File: config.mk
export PLATFORM = sky130hd
export DESIGN_NAME = clkdiv_tree
export DESIGN_NICKNAME = d
export VERILOG_FILES = /design/src/rtl/clkdiv_pkg.sv /design/src/rtl/clkdiv_mode_sync.sv /design/src/rtl/clkdiv_toggle.sv /design/src/rtl/clkdiv_test_div.sv /design/src/rtl/clkdiv_tree.sv
export SDC_FILE = /design/constraint.sdc
export NUM_CORES = 1
export LEC_CHECK = 0
export BUFFER_PORTS_ARGS = -buffer_cell sky130_fd_sc_hd__buf_4
export CORE_UTILIZATION = 50
export CTS_CLUSTER_DIAMETER = 100
export CTS_CLUSTER_SIZE = 25
export DETAILED_ROUTE_END_ITERATION = 10
export GPL_ROUTABILITY_DRIVEN = 0
export GPL_TIMING_DRIVEN = 0
export PLACE_DENSITY_LB_ADDON = 0.25
export SETUP_SLACK_MARGIN = 0.02
export SLEW_MARGIN = 10
export SYNTH_ARGS = -nofsm -noshare
export SYNTH_HDL_FRONTEND = slang
export SYNTH_SLANG_ARGS = --single-unit
File: constraint.sdc
create_clock -name clk_src -period 3.4 [get_ports clk_src]
set_input_delay 0.68 -clock clk_src [delete_from_list [all_inputs] [get_ports clk_src]]
set_output_delay 0.68 -clock clk_src [all_outputs]
set_load 0.01 [all_outputs]
File: src/rtl/clkdiv_pkg.sv
package clkdiv_pkg;

    typedef enum logic [1:0] {
        MK_HIZ,
        MK_RSV,
        MK_TEST,
        MK_RUN
    } mode_kind_t;

    // divider slots
    localparam int NDIV    = 6;
    localparam int DIV_CPU = 0;
    localparam int DIV_MEM = 1;
    localparam int DIV_MID = 2;
    localparam int DIV_BUS = 3;
    localparam int DIV_IRQ = 4;
    localparam int DIV_USB = 5;

    function automatic mode_kind_t decode_mode(input logic [2:0] m);
        mode_kind_t k;
        case (m)
            3'b000:         k = MK_HIZ;
            3'b001, 3'b101: k = MK_RSV;
            3'b100:         k = MK_TEST;
            default:        k = MK_RUN;
        endcase
        return k;
    endfunction

endpackage

File: src/rtl/clkdiv_mode_sync.sv
module clkdiv_mode_sync #(
    parameter int MW = 3
) (
    input  logic          clk,
    input  logic          rst_n,
    input  logic [MW-1:0] mode_i,
    output logic [MW-1:0] mode_o,
    output logic          restart_o
);

    typedef struct packed {
        logic [MW-1:0] samp;
        logic [MW-1:0] cur;
    } sync_st_t;

    sync_st_t st_d, st_q;
    logic     accept;

    always_comb begin
        st_d      = st_q;
        accept    = (mode_i == st_q.samp) && (mode_i != st_q.cur);
        st_d.samp = mode_i;
        if (accept) begin
            st_d.cur = mode_i;
        end
    end

    always_ff @(posedge clk or negedge rst_n) begin
        if (!rst_n) begin
            st_q <= '0;
        end else begin
            st_q <= st_d;
        end
    end

    assign mode_o    = st_q.cur;
    assign restart_o = accept;

    // a new mode must have been on the input for the two edges before it appears
    p_two_sample_r9: assert property (@(posedge clk) disable iff (!rst_n)
        (st_q.cur != $past(st_q.cur)) |->
            (($past(mode_i) == st_q.cur) && ($past(mode_i, 2) == st_q.cur)));

endmodule

File: src/rtl/clkdiv_toggle.sv
module clkdiv_toggle #(
    parameter int CW = 6
) (
    input  logic          clk,
    input  logic          rst_n,
    input  logic          clr_i,
    input  logic [CW-1:0] half_i,
    output logic          clk_o
);

    typedef struct packed {
        logic [CW-1:0] cnt;
        logic          lvl;
    } tog_st_t;

    tog_st_t st_d, st_q;

    always_comb begin
        st_d = st_q;
        if (clr_i) begin
            st_d.cnt = '0;
            st_d.lvl = 1'b1;
        end else if (st_q.cnt == half_i - CW'(1)) begin
            st_d.cnt = '0;
            st_d.lvl = ~st_q.lvl;
        end else begin
            st_d.cnt = st_q.cnt + CW'(1);
        end
    end

    always_ff @(posedge clk or negedge rst_n) begin
        if (!rst_n) begin
            st_q <= '{cnt: '0, lvl: 1'b1};
        end else begin
            st_q <= st_d;
        end
    end

    assign clk_o = st_q.lvl;

    // the half-period counter never passes the selected half period
    p_cnt_in_range_r6: assert property (@(posedge clk) disable iff (!rst_n)
        !clr_i |-> (st_q.cnt < half_i));

endmodule

File: src/rtl/clkdiv_test_div.sv
module clkdiv_test_div #(
    parameter int TW = 4
) (
    input  logic          clk,
    input  logic          rst_n,
    input  logic          clr_i,
    input  logic          tclk_i,
    output logic          tref_o,
    output logic [TW-1:0] tcnt_o
);

    typedef struct packed {
        logic          s1;
        logic          s2;
        logic          s3;
        logic [TW-1:0] cnt;
    } tdiv_st_t;

    tdiv_st_t st_d, st_q;
    logic     t_rise;

    always_comb begin
        st_d    = st_q;
        st_d.s1 = tclk_i;
        st_d.s2 = st_q.s1;
        st_d.s3 = st_q.s2;
        t_rise  = st_q.s2 & ~st_q.s3;
        if (clr_i) begin
            st_d.cnt = '0;
        end else if (t_rise) begin
            st_d.cnt = st_q.cnt + TW'(1);
        end
    end

    always_ff @(posedge clk or negedge rst_n) begin
        if (!rst_n) begin
            st_q <= '0;
        end else begin
            st_q <= st_d;
        end
    end

    assign tref_o = st_q.s2;
    assign tcnt_o = st_q.cnt;

    // the count advances by at most one per source cycle and only on a test-clock rise
    p_step_on_rise_r4: assert property (@(posedge clk) disable iff (!rst_n)
        (st_q.cnt != $past(st_q.cnt)) && !$past(clr_i) |->
            (st_q.cnt == $past(st_q.cnt) + TW'(1)));

endmodule

File: src/rtl/clkdiv_tree.sv
module clkdiv_tree
    import clkdiv_pkg::*;
#(
    parameter int CPU_HALF_FAST = 3,
    parameter int CPU_HALF_SLOW = 4,
    parameter int MID_HALF      = 6,
    parameter int BUS_HALF      = 12,
    parameter int IRQ_HALF      = 24,
    parameter int USB_HALF      = 8
) (
    input  logic       clk_src,
    input  logic       rst_n,
    input  logic [2:0] mode_i,
    input  logic       tclk_i,
    input  logic       ref_i,
    output logic       cpu_o,
    output logic       cpu_oe,
    output logic       mem_o,
    output logic       mem_oe,
    output logic       mid_o,
    output logic       mid_oe,
    output logic       bus_o,
    output logic       bus_oe,
    output logic       irq_o,
    output logic       irq_oe,
    output logic       usb_o,
    output logic       usb_oe,
    output logic       ref_o,
    output logic       ref_oe
);

    localparam int CW = $clog2(4 * IRQ_HALF + 1);
    localparam int TW = 4;

    typedef struct packed {
        logic ref_lvl;
    } top_st_t;

    top_st_t      st_d, st_q;
    logic [2:0]   mode_q;
    logic         restart;
    mode_kind_t   kind;
    logic         run_now;
    logic         test_now;
    logic [CW-1:0] half_sel [NDIV];
    logic [NDIV-1:0] div_clk;
    logic         tref;
    logic [TW-1:0] tcnt;

    clkdiv_mode_sync #(.MW(3)) u_sync (
        .clk       (clk_src),
        .rst_n     (rst_n),
        .mode_i    (mode_i),
        .mode_o    (mode_q),
        .restart_o (restart)
    );

    assign kind     = decode_mode(mode_q);
    assign run_now  = (kind == MK_RUN);
    assign test_now = (kind == MK_TEST);

    always_comb begin
        half_sel[DIV_CPU] = mode_q[2] ? CW'(CPU_HALF_FAST) : CW'(CPU_HALF_SLOW);
        half_sel[DIV_MEM] = mode_q[2] ? CW'(2 * CPU_HALF_FAST) : CW'(2 * CPU_HALF_SLOW);
        half_sel[DIV_MID] = CW'(MID_HALF);
        half_sel[DIV_BUS] = CW'(BUS_HALF);
        half_sel[DIV_IRQ] = CW'(IRQ_HALF);
        half_sel[DIV_USB] = CW'(USB_HALF);
    end

    for (genvar g = 0; g < NDIV; g++) begin : g_div
        clkdiv_toggle #(.CW(CW)) u_div (
            .clk    (clk_src),
            .rst_n  (rst_n),
            .clr_i  (restart),
            .half_i (half_sel[g]),
            .clk_o  (div_clk[g])
        );
    end

    clkdiv_test_div #(.TW(TW)) u_tdiv (
        .clk    (clk_src),
        .rst_n  (rst_n),
        .clr_i  (restart),
        .tclk_i (tclk_i),
        .tref_o (tref),
        .tcnt_o (tcnt)
    );

    always_comb begin
        st_d         = st_q;
        st_d.ref_lvl = ref_i;
    end

    always_ff @(posedge clk_src or negedge rst_n) begin
        if (!rst_n) begin
            st_q <= '0;
        end else begin
            st_q <= st_d;
        end
    end

    always_comb begin
        cpu_o  = 1'b0;
        mem_o  = 1'b0;
        mid_o  = 1'b0;
        bus_o  = 1'b0;
        irq_o  = 1'b0;
        usb_o  = 1'b0;
        ref_o  = 1'b0;
        cpu_oe = (kind != MK_HIZ);
        mem_oe = cpu_oe;
        mid_oe = cpu_oe;
        bus_oe = cpu_oe;
        irq_oe = cpu_oe;
        ref_oe = cpu_oe;
        usb_oe = run_now ? mode_q[0] : cpu_oe;
        case (kind)
            MK_TEST: begin
                ref_o = tref;
                cpu_o = tcnt[0];
                usb_o = tcnt[0];
                mem_o = tcnt[1];
                mid_o = tcnt[1];
                bus_o = tcnt[2];
                irq_o = tcnt[3];
            end
            MK_RUN: begin
                cpu_o = div_clk[DIV_CPU];
                mem_o = div_clk[DIV_MEM];
                mid_o = div_clk[DIV_MID];
                bus_o = div_clk[DIV_BUS];
                irq_o = div_clk[DIV_IRQ];
                usb_o = mode_q[0] & div_clk[DIV_USB];
                ref_o = st_q.ref_lvl;
            end
            default: ;
        endcase
    end

    // memory clock rises only together with the processor clock
    p_mem_on_cpu_r8: assert property (@(posedge clk_src) disable iff (!rst_n)
        (run_now && (mode_q == $past(mode_q)) && $rose(mem_o)) |-> $rose(cpu_o));

    // bus clock rises only together with the processor clock
    p_bus_on_cpu_r8: assert property (@(posedge clk_src) disable iff (!rst_n)
        (run_now && (mode_q == $past(mode_q)) && $rose(bus_o)) |-> $rose(cpu_o));

    // interrupt clock rises only together with the bus clock
    p_irq_on_bus_r8: assert property (@(posedge clk_src) disable iff (!rst_n)
        (run_now && (mode_q == $past(mode_q)) && $rose(irq_o)) |-> $rose(bus_o));

    // in test mode the quarter-rate clock rises as the half-rate clock falls
    p_test_ratio_r4: assert property (@(posedge clk_src) disable iff (!rst_n)
        (test_now && (mode_q == $past(mode_q)) && $rose(mem_o)) |-> $fell(cpu_o));

endmodule

[Yosys cells after proc, flatten, opt, wreduce, memory -nomap -nowiden]
Index checks and enable logic that the tools add are counted.
Storage, ports and cells
  register bits after elaboration: 62
  output and inout port bits: 14
Operators by class
  add/sub/neg operators: 9
  bitwise operators: 9
  equal/unequal tests: 13
  multiplexer cells: 31
  reductions and logical operators: 11
Operators with widths (number)
  2-to-1 mux 8 bit: 6
  adder 7 x 1 -> 7 bit, second input constant: 6
  2-to-1 mux 7 bit: 6
  nonzero test 2 bit: 8
  == test 7 x 3 -> 1 bit, second input constant: 2
  == test 7 bit: 2
  one-hot mux 1 bit (2 select lines): 7
  2-to-1 mux 4 bit: 3
  == test 7 x 4 -> 1 bit, second input constant: 1
  == test 7 x 5 -> 1 bit, second input constant: 1
  2-to-1 mux 1 bit: 7
  NOT 1 bit: 7
  == test 3 bit, second input constant: 2
  one-hot mux 2 bit (3 select lines): 1
  subtractor 4 x 1 -> 5 bit, second input constant: 1
  adder 4 x 1 -> 4 bit, second input constant: 1
  == test 2 bit, second input constant: 2
  subtractor 3 x 1 -> 4 bit, second input constant: 1
  == test 3 x 1 -> 1 bit, second input constant: 1
  == test 3 bit: 1
  logical NOT 3 bit: 1
  2-to-1 mux 3 bit: 1
  != test 3 bit: 1
  AND 1 bit: 2
  2 further kinds: 2

[Longest topological paths before layout]
Gate-level depths: netlist of run 1.
  word-level depth: 5
  gate-level depth with buffers: 6
  mapped depth without buffers: 5

[Modules after synthesis]
Synthesis of run 1 repeated with hierarchy kept, for this count alone.
Second synthesis, totals
  cells, all modules: 416
  area total of the unflattened synthesis: 4157.7 µm²
Modules (own cells, without submodules)
  clkdiv_toggle: area an instance 561.8 µm², instances 6, sequential area each 201.4 µm², cells an instance 57
  clkdiv_test_div: area an instance 299.0 µm², instances 1, sequential area each 175.2 µm², cells an instance 24
  clkdiv_mode_sync: area an instance 290.3 µm², instances 1, sequential area each 150.1 µm², cells an instance 23
  clkdiv_tree: area an instance 197.7 µm², instances 1, sequential area each 25.0 µm², cells an instance 27

[Least setup slack after synthesis of run 1]
OpenSTA, ideal clock, no wires.
  kind: flip-flop to output port
  start point: register u_sync.st_q, in the netlist u_sync.mode_o[2]
  end point: output cpu_oe
  slack: 1580 ps
  arrival: 1140 ps
  stages on the path, launching flop included: 4
  required time: 2720 ps
  path through: dfrtp_1 > buf_6 > or3_1 > buf_4
Between the ends
  word-level cells in the longest chain between the ends: 4
RTL lines
  from (decl): RTL line clkdiv_mode_sync.sv:16  | sync_st_t st_d, st_q;
  from (signal assigned): RTL line clkdiv_mode_sync.sv:32  | st_q <= st_d;
  == test 3 x 1 -> 1 bit / == test 3 bit (equally long branches): RTL line clkdiv_pkg.sv:21  | case (m)
  OR reduction 2 bit: RTL line clkdiv_pkg.sv:21
  one-hot mux 2 bit (3 select lines) (*): RTL line clkdiv_pkg.sv:21
  nonzero test 2 bit (*): RTL line clkdiv_tree.sv:111  | cpu_oe = (kind != MK_HIZ);
  to (decl): RTL line clkdiv_tree.sv:17  | output logic cpu_oe,
Mark *: on every way between the ends. The rest lies on a longest branch, timed or not.

[Worst setup path after layout of run 1]
  start point: register u_sync.st_q, in the netlist u_sync.mode_o[2]
  end point: output irq_o
Between the ends
  word-level cells in the longest chain between the ends: 5
RTL lines
  == test 3 x 1 -> 1 bit / == test 3 bit (equally long branches): RTL line clkdiv_pkg.sv:21
  OR reduction 2 bit: RTL line clkdiv_pkg.sv:21
  one-hot mux 2 bit (3 select lines) (*): RTL line clkdiv_pkg.sv:21
  == test 2 bit: RTL line clkdiv_tree.sv:118  | case (kind)
  one-hot mux 1 bit (2 select lines) (*): RTL line clkdiv_tree.sv:118
  to (decl): RTL line clkdiv_tree.sv:24  | output logic irq_o,
Marked as above.

==> impl_metrics.tcl, run 1 <==
set metrics [dict create \
    seq_area_mm2 0.00156 \
    slew_headroom_pct 49.5 \
    cts_tree "yes" \
    power.density_mw_per_mm2 810 \
    synth.area.top_cells "dfrtp_1 49%, xor2_1 8.8%, nor2_1 5.6%, dfstp_2 5.5%, xnor2_1 4.9%" \
    syn_inst 263 \
    fin_crit_ps 2330 \
    first_global_vias 1880 \
    htreeDepth 3 \
    cts_sinks 62 \
    clock_latency_ps 340 \
    ys_seq_elements 62 \
    regToRegSetupSlack_ps 1660 \
    avgViaCountPerCell 5.05 \
    async_flop_share_pct 100 \
    grt_pass1_wl_um 8900 \
    cp-start-kind "flop" \
    core-area_mm2 0.00554 \
    grt.total_usage_pct 19.6 \
    ant_nets 0 \
    rows 27 \
    nNetsFinal 309 \
    p_leak_nw 1.55 \
    routedWlPerCell_um 13.5 \
    cts_setup_buffers 0 \
    netlist.area_leader.share_pct 48.7 \
    crit_slowest_cell "dfrtp_1" \
    dp_hpwl_um 3320 \
    ys_seq_area_share_pct 54.2 \
    synth_area_mm2 0.00288 \
    ys_types 36 \
    antenna_found_initial 0 \
    vias 1874 \
    first_pass_iters 4 \
    path_clk_slew_ps 60 \
    status "complete, no violations" \
    final.fill_count 488 \
    die_width_um 77.9 \
    grt_max_degree 63 \
    slowest_delay_ps 340 \
    first_iter_violations 57 \
    drv_slew 0 \
    hold_slack_ps 352 \
    crit_fanout 9 \
    synth.avg_cell_area_um2 10.9 \
    critPathTopFamily "simple AND/OR/NAND/NOR gates" \
    n_antenna_cell 0 \
    die_h_um 77.9 \
    yosysMostFrequentCell "dfrtp_1" \
    cts-resized-gates 0 \
    finalSetupTns_ps 0 \
    worst-path-buf-inv 2 \
    finalSetupViolations 0 \
    finalCritPeriodShare_pct 68.7 \
    synthTopCellsByCount "56 x dfrtp_1, 43 x nor2_1, 29 x xor2_1" \
    yosys.area.top_type "dfrtp_1" \
    drive_gt1_share_pct 18.7 \
    max_freq_mhz 428 \
    drc 0 \
    synth_fp_nets 278 \
    multiInputGateArea_mm2 0.00123 \
    cts_buffers 9 \
    synth_edf_count 0 \
    drv_cap 0 \
    area_growth_pct 14.3 \
    worstPathArrival_ps 1650 \
    hold_viol_final 0 \
    endpoint_kind "output port" \
    dieArea_mm2 0.00607 \
    hold_buffers 0 \
    ir_worst_vdd_mv 0.414 \
    finalClockSkew_ps 10.2 \
    numPortBuffers 20 \
    rsz0062_at_grt "false" \
    cp.required_ps 2720 \
    overflow 0 \
    crit_chain "buf_6 > nor2b_1 > nand2_1 > o21ai_0 > buf_4" \
    yosys_most_used_dff "dfrtp_1" \
    worstSetupPathType "reg2out" \
    cts_root_buf "clkbuf_8" \
    yosysWarnings 0 \
    max-clock-path-buffers 2 \
    initial_core_util_pct 52.0 \
    hold_path.class "reg2reg" \
    wl_um 5000 \
    tightest_slew_ps 757 \
    ios 21 \
]
layout by cell type, fill, tap and decap left out, types with 8 or more instances in the layout:
cell type   n
clkbuf_8   11
and3_1     14
dfrtp_1    56
xnor2_1    16
nor2_1     43
xor2_1     29
nand3_1    20
buf_4      25
ha_1        8
nand2_1    17
state kept, by name, summed over array words and instances (netlist names):
signal and count:
g_div.u_div.clk_o 6, u_tdiv.st_q 1, g_div.u_div.st_q 42, u_sync.st_q 3
u_tdiv.tcnt_o 4, u_sync.mode_o 3, u_tdiv.st_d 1, u_tdiv.tref_o 1
st_q 1
report_power, final:
part	internal, W	switching [W]	leakage, nW
combinational	0.000440	0.000421	0.682
sequential	0.000999	0.000230	0.779
clock	0.000305	0.000269	0.0877
per-layer routing:
metal / wire (µm) / GRT usage (%) / share of wire, % / vias to the layer above
met1: 2480 / 25.6 / 50 / 909
met2: 2290 / 29.3 / 46 / 17
li1: - / - / - / 939
met3: 153 / 7.76 / 3.1 / 9
met4: 76 / 7.55 / 1.5 / 0
met5: 0 / 0 / 0 / -
through the flow:
| step | cells | power [W] | cell area [µm²] | util (%) | setup WS, ps |
|---|---|---|---|---|---|
| after floorplan | 263 | 0.00182 | 2880 | - | 1580 |
| after global placement | 355 | 0.00207 | 3120 | 56.3 | 1300 |
| after detailed placement | 355 | 0.00210 | 3120 | 56.3 | 1230 |
| after CTS | 371 | 0.00269 | 3290 | 59.4 | 1030 |
| after global routing | 371 | 0.00287 | 3290 | 59.4 | 920 |
| final | 371 | 0.00266 | 3290 | 59.4 | 1070 |
final timing paths:
path / startpoint / to / cells after the start
hold reg to reg: u_tdiv.st_d[5] / u_tdiv.tref_o / 0
hold / removal: u_tdiv.st_d[5] / u_tdiv.tref_o / 0
setup / recovery: u_sync.mode_o[2] / irq_o / 5
min in group asynchronous: rst_n / g_div[1].u_div.st_q[7] / 1
max in group asynchronous: rst_n / g_div[0].u_div.st_q[6] / 1
setup reg to reg: u_sync.st_q[3] / g_div[0].u_div.st_q[6] / 4
cell type report:
cell class | instances | area share (%)
flip-flops and latches | 62 | 47.4
multi-input cells | 189 | 37.5
clock buffers | 15 | 5.06
repair buffers | 20 | 4.56
well taps | 72 | 2.74
plain buffers | 10 | 2.43
inverters | 2 | 0.228
clock inverters | 1 | 0.152
cell families (layout without fill, tap and decap cells):
family,after synthesis,after routing,synth area share (%)
xor+xnor,47,47,14.8
fa+ha+maj,8,8,3.48
mux,3,3,1.13
compound gates,16,16,3.43
buf+inv,12,48,3.04
simple gates,115,115,19.9
flops,62,62,54.2
(Power assumes the default switching activity.)
==> run 2: changes to the inputs <==
--- a/config.mk
+++ b/config.mk
@@ -5,6 +5,7 @@
 export SDC_FILE = /design/constraint.sdc
 export NUM_CORES = 1
 export LEC_CHECK = 0
+export ABC_AREA = 1
 export BUFFER_PORTS_ARGS = -buffer_cell sky130_fd_sc_hd__buf_4
 export CORE_UTILIZATION = 50
 export CTS_CLUSTER_DIAMETER = 100
==> constraint.sdc (replaced) <==
create_clock -name clk_src -period 2.1 [get_ports clk_src]
set_input_delay 0.42 -clock clk_src [delete_from_list [all_inputs] [get_ports clk_src]]
set_output_delay 0.42 -clock clk_src [all_outputs]
set_load 0.01 [all_outputs]
==> run 2 against run 1 <==
Effect of this change: die area up 15%; critical path type unchanged; total power is 91% higher; highest routed layer unchanged; cell count rose by 41%; sequential power is 72% higher; core utilization decreased by 0.62 points; clock-buffer cell count is the same; via count rose by 42%.
==> impl_metrics.tcl, run 2 <==
set metrics [dict create \
    numPortBuffers 20 \
    yosys_most_used_dff "dfrtp_1" \
    vias 2655 \
    routedWlPerCell_um 12.2 \
    n_antenna_cell 0 \
    largest_reg_flops 42 \
    dieArea_mm2 0.00700 \
    area_growth_pct 12.5 \
    cp-start-kind "flop" \
    clock_latency_ps 350 \
    die_width_um 83.7 \
    worstPathArrival_ps 1510 \
    ios 21 \
    hold_viol_final 0 \
    yosysMostFrequentCell "nand2_1" \
    status "complete, no violations" \
    largest-register "g_div.u_div.st_q" \
    layout_commonest_cell "nand2_1" \
    max-clock-path-buffers 2 \
    cts_sinks 62 \
    overflow 0 \
    reg2reg_depth 6 \
    finalCritPeriodShare_pct 91.7 \
    grt_max_degree 63 \
    drc 0 \
    avgViaCountPerCell 5.08 \
    synthTopCellsByCount "113 x nand2_1, 56 x dfrtp_1, 52 x inv_1" \
    rsz0062_at_grt "false" \
    ir_worst_vdd_mv 0.669 \
    synth_fp_nets 425 \
    cts_tree "yes" \
    first_global_vias 2482 \
    drv_slew 0 \
    endpoint_kind "output port" \
    cts_root_buf "clkbuf_8" \
    drv_cap 0 \
    nNetsFinal 456 \
    finalClockSkew_ps 7.02 \
    finalSetupTns_ps 0 \
    tightest_slew_ps 780 \
    grt_pass1_wl_um 11200 \
    cp.required_ps 1680 \
    final_cells 523 \
    final_area_mm2 0.00375 \
    dp_hpwl_um 4380 \
    max_freq_mhz 519 \
    synth_area_mm2 0.00334 \
    yosysWarnings 0 \
    die_h_um 83.7 \
    initial_core_util_pct 52.3 \
    cts_setup_buffers 0 \
    dpl-instance-area_mm2 0.00358 \
    ant_nets 0 \
    crit_fanout 9 \
    yosys.area.top_type "dfrtp_1" \
    synth.avg_cell_area_um2 8.14 \
    fin_crit_ps 1930 \
    dpl.cell_count 507 \
    async_flop_share_pct 100 \
    rows 29 \
    ys_seq_area_share_pct 46.7 \
    slew_headroom_pct 48.0 \
    cts_buffers 9 \
    ys_seq_elements 62 \
    drive_gt1_share_pct 18.2 \
    final.fill_count 601 \
    antenna_found_initial 0 \
    syn_inst 410 \
    core-area_mm2 0.00639 \
    ys_types 26 \
    p_leak_nw 1.90 \
    first_iter_violations 149 \
    worstSetupPathType "reg2out" \
    grt.total_usage_pct 20.1 \
    netlist.area_leader.share_pct 42.0 \
    htreeDepth 3 \
    synth_edf_count 0 \
    first_pass_iters 4 \
    synth.area.top_cells "dfrtp_1 42%, nand2_1 13%, inv_1 5.8%, a21oi_2 5.5%, nand3_1 5.1%" \
    power.density_mw_per_mm2 1360 \
    finalSetupViolations 0 \
    path_clk_slew_ps 70 \
    final_cell_mix "113 x nand2_1, 55 x dfrtp_1, 52 x inv_1, 33 x nand3_1, 30 x nor2_1" \
    wl_um 6370 \
    hold_path.class "in2async" \
]
run 2: path summary, 6_finish.rpt:
path,slack (ps),end,start
setup / recovery,170,mid_o,u_sync.mode_o[1]
hold / removal,150,g_div[3].u_div.st_q[3],rst_n
setup reg to reg,630,g_div[4].u_div.st_q[4],g_div[4].u_div.st_q[1]
hold reg to reg,350,u_tdiv.tref_o,u_tdiv.st_d[5]
max in group asynchronous,1380,u_sync.mode_o[1],rst_n
min in group clk_src,180,u_tdiv.st_d[5],tclk_i
run 2: stage by stage:
step           total power [W]  hold slack, ps  util [%]  worst slack [ps]
2_1_floorplan          0.00363             124         -               724
3_3_place_gp           0.00412             334      56.1               473
3_5_place_dp           0.00419             336      56.1               452
4_1_cts                0.00512             169      58.6              67.6
5_1_grt                0.00555             173      58.8              26.0
6_report               0.00509             152      58.8               173
run 2: final cells by class:
cell class / count / area, µm² / share of cell area (%)
tap: 77 / 96.3 / 2.57
inverter: 53 / 201 / 5.37
multi-input combinational: 280 / 1460 / 39.0
buffer: 15 / 121 / 3.23
clock inverter: 1 / 5.00 / 0.133
timing repair buffer: 20 / 150 / 4.00
sequential: 62 / 1560 / 41.6
clock buffer: 15 / 156 / 4.17
run 2: power by group:
part           switching [W]  total (W)  internal [W]
combinational        0.00115    0.00206      0.000915
sequential          0.000434    0.00212       0.00168
clock               0.000444   0.000906      0.000461
total                0.00203    0.00509       0.00306
run 2: logic make-up after synthesis:
kind of cell             synth area share (%)
adder cells (fa/ha/maj)                  3.00
buffers and inverters                    9.60
flip-flops                               46.7
AND/OR/NAND/NOR                          25.6
AO/OA/AOI/OAI                            11.4
XOR/XNOR                                 3.67
run 2: what timing repair did:
item / 4_1_cts / 5_1_grt
resized for setup: 0 / 3
hold buffers: 0 / 0
setup endpoints to repair: 0 / 5
run 2: metal layers:
layer	up-vias	wire (µm)	global-route usage, %
li1	1363	-	-
met4	0	99	9.24
met3	9	220	4.25
met5	-	0	0
met2	42	2930	31.4
met1	1241	3120	26.8
run 2: critical path, cell delays in order (launching register included):
cell,delay (ps)
dfrtp_2,440
inv_4,120
nand3_2,130
inv_1,100
nand2_1,80
o21ai_0,120
buf_4,170
==> run 3: changes to the inputs <==
--- a/config.mk
+++ b/config.mk
@@ -6,11 +6,11 @@
 export NUM_CORES = 1
 export LEC_CHECK = 0
 export ABC_AREA = 1
-export BUFFER_PORTS_ARGS = -buffer_cell sky130_fd_sc_hd__buf_4
-export CORE_UTILIZATION = 50
+export CORE_UTILIZATION = 30
 export CTS_CLUSTER_DIAMETER = 100
 export CTS_CLUSTER_SIZE = 25
 export DETAILED_ROUTE_END_ITERATION = 10
+export DONT_BUFFER_PORTS = 1
 export GPL_ROUTABILITY_DRIVEN = 0
 export GPL_TIMING_DRIVEN = 0
 export PLACE_DENSITY_LB_ADDON = 0.25
==> run 3 against run 2 <==
Effect of this change: global-route usage shrank 7.1 points; die area rose by 65%; sequential share of layout area increased by 0.22 points; routed wire length grew 5.1%; non-clock buffer count down 18; clock power is 7.8% higher; clock skew increased by 3.6 ps; cell count grew 8.6%; critical path type unchanged; largest power group unchanged; highest routed layer unchanged.
==> impl_metrics.tcl, run 3 (synthesized netlist as in run 2, its figures left out) <==
set metrics [dict create \
    finalCritPeriodShare_pct 93.7 \
    avgViaCountPerCell 4.62 \
    worstSetupPathType "reg2out" \
    initial_core_util_pct 30.8 \
    largest-register "g_div.u_div.st_q" \
    final_cell_mix "113 x nand2_1, 56 x dfrtp_1, 52 x inv_1, 34 x nand3_1, 30 x nor2_1" \
    drv_slew 0 \
    max_freq_mhz 508 \
    drc 0 \
    clockPowerShare_pct 19.5 \
    ant_nets 0 \
    worstReg2RegStart "g_div[4].u_div.st_q[1]" \
    numPortBuffers 0 \
    fin_crit_ps 1970 \
    seq_power_share_pct 42.0 \
    endpoint_kind "output port" \
    rsz0062_at_grt "true" \
    crit_slowest_cell "dfrtp_1" \
    finalSetupTns_ps 0 \
    drive_gt1_share_pct 14.5 \
    largest_reg_flops 42 \
    path_clk_slew_ps 60 \
    tightest_slew_ps 514 \
    vias 2623 \
    status "complete, no violations" \
    wl_um 6690 \
    slowest_delay_ps 430 \
    worstHoldStart "mode_i[2]" \
    cp.required_ps 1680 \
    layout_commonest_cell "nand2_1" \
    cts_tree "yes" \
    pre_cts_ws_ps 400 \
    hold_path.class "in2reg" \
    die_width_um 107 \
    crit_chain "inv_2 > nand3_1 > inv_1 > nand2_1 > o21ai_0" \
    max-clock-path-buffers 2 \
    ios 21 \
    hold_viol_final 0 \
    internal_power_w 0.00299 \
    rows 38 \
    n_antenna_cell 0 \
    slew_headroom_pct 65.4 \
    first_global_vias 2563 \
    die_h_um 107 \
    cp-start-kind "flop" \
    worstPathArrival_ps 1550 \
    routedWlPerCell_um 11.8 \
    first_pass_iters 4 \
    drv_cap 0 \
    cts_root_buf "clkbuf_8" \
    finalClockSkew_ps 10.6 \
    grt_max_degree 63 \
    ir_worst_vdd_mv 0.541 \
    grt_pass1_wl_um 11800 \
    power_frac_comb_pct 38.4 \
    fin_ws_ps 133 \
    cts_buffers 9 \
    first_iter_violations 72 \
    dp_hpwl_um 4670 \
    power.switching_w 0.00201 \
    p_leak_nw 1.83 \
    core-area_mm2 0.0108 \
    regToRegSetupSlack_ps 630 \
    overflow 0 \
    power.density_mw_per_mm2 1340 \
    finalSetupViolations 0 \
    crit_fanout 9 \
    htreeDepth 3 \
    antenna_found_initial 0 \
    area_growth_pct 11.8 \
    swShare_pct 40.2 \
    clock_latency_ps 340 \
    grt.total_usage_pct 12.9 \
    nNetsFinal 438 \
    startpoint "u_sync.mode_o[1]" \
    cts_sinks 62 \
    dieArea_mm2 0.0115 \
]
==> run 3: cell types whose count changed in the layout (fill, tap and decap cells not counted), sizes merged <==
cell,change
dlygate4sd3,+1
buf,-19
==> run 3: critical path: cells and delay by family, from the launching register on <==
kind / cells / cell delay, ps
flops: 1 / 430
buf+inv: 2 / 290
simple gates: 2 / 280
compound gates: 1 / 210
==> run 3: area by class of cell <==
cell class,count,area (µm²)
plain buffers,15,121
clock buffers,15,176
clock inverters,1,5.00
fillers,1151,7110
inverters,53,199
multi-input cells,280,1460
flip-flops and latches,62,1560
well taps,140,175
repair buffers,2,37.5
==> run 3: per-layer routing <==
metal | GRT usage [%] | part of all wire [%]
met5 | 0 | 0
met2 | 21.6 | 47
met4 | 5.19 | 1.7
met3 | 2.54 | 4.3
met1 | 16.4 | 47
==> run 3: power by group through the flow <==
| stage | Combinational (W) | Clock, W | Sequential (W) |
|---|---|---|---|
| after CTS | 0.00195 | 0.00100 | 0.00211 |
| after global placement | 0.00187 | 0 | 0.00211 |
| final | 0.00192 | 0.000977 | 0.00210 |
| after floorplan | 0.00160 | 0 | 0.00203 |
| after detailed placement | 0.00191 | 0 | 0.00213 |
| after global routing | 0.00224 | 0.00104 | 0.00219 |
==> run 3: stage by stage <==
step / utilization, % / area, µm² / instances / total power, W / hold WS (ps)
global placement: 32.4 / 3510 / 550 / 0.00398 / 126
detailed placement: 32.4 / 3510 / 550 / 0.00404 / 125
global route: 34.4 / 3730 / 568 / 0.00548 / 99.1
finish: 34.4 / 3730 / 568 / 0.00500 / 114
floorplan: - / 3340 / 410 / 0.00363 / 124
CTS: 34.4 / 3730 / 568 / 0.00507 / 99.2
==> run 3: what timing repair did <==
item / 4_1_cts / 5_1_grt
gates resized for setup: 0 / 1
hold buffers: 2 / 0
setup endpoints to repair: 0 / 1
endpoints found under the hold margin: 62 / 0
buffers inserted: 0 / 0
==> run 3: worst paths after layout <==
path / end / cells after the start
max in group asynchronous: g_div[0].u_div.clk_o / 2
min in group asynchronous: g_div[5].u_div.st_q[4] / 2
worst max-delay path: mid_o / 5
worst min-delay path: u_sync.st_q[5] / 0
worst min register to register: u_tdiv.tref_o / 0
worst max register to register: g_div[4].u_div.st_q[4] / 6
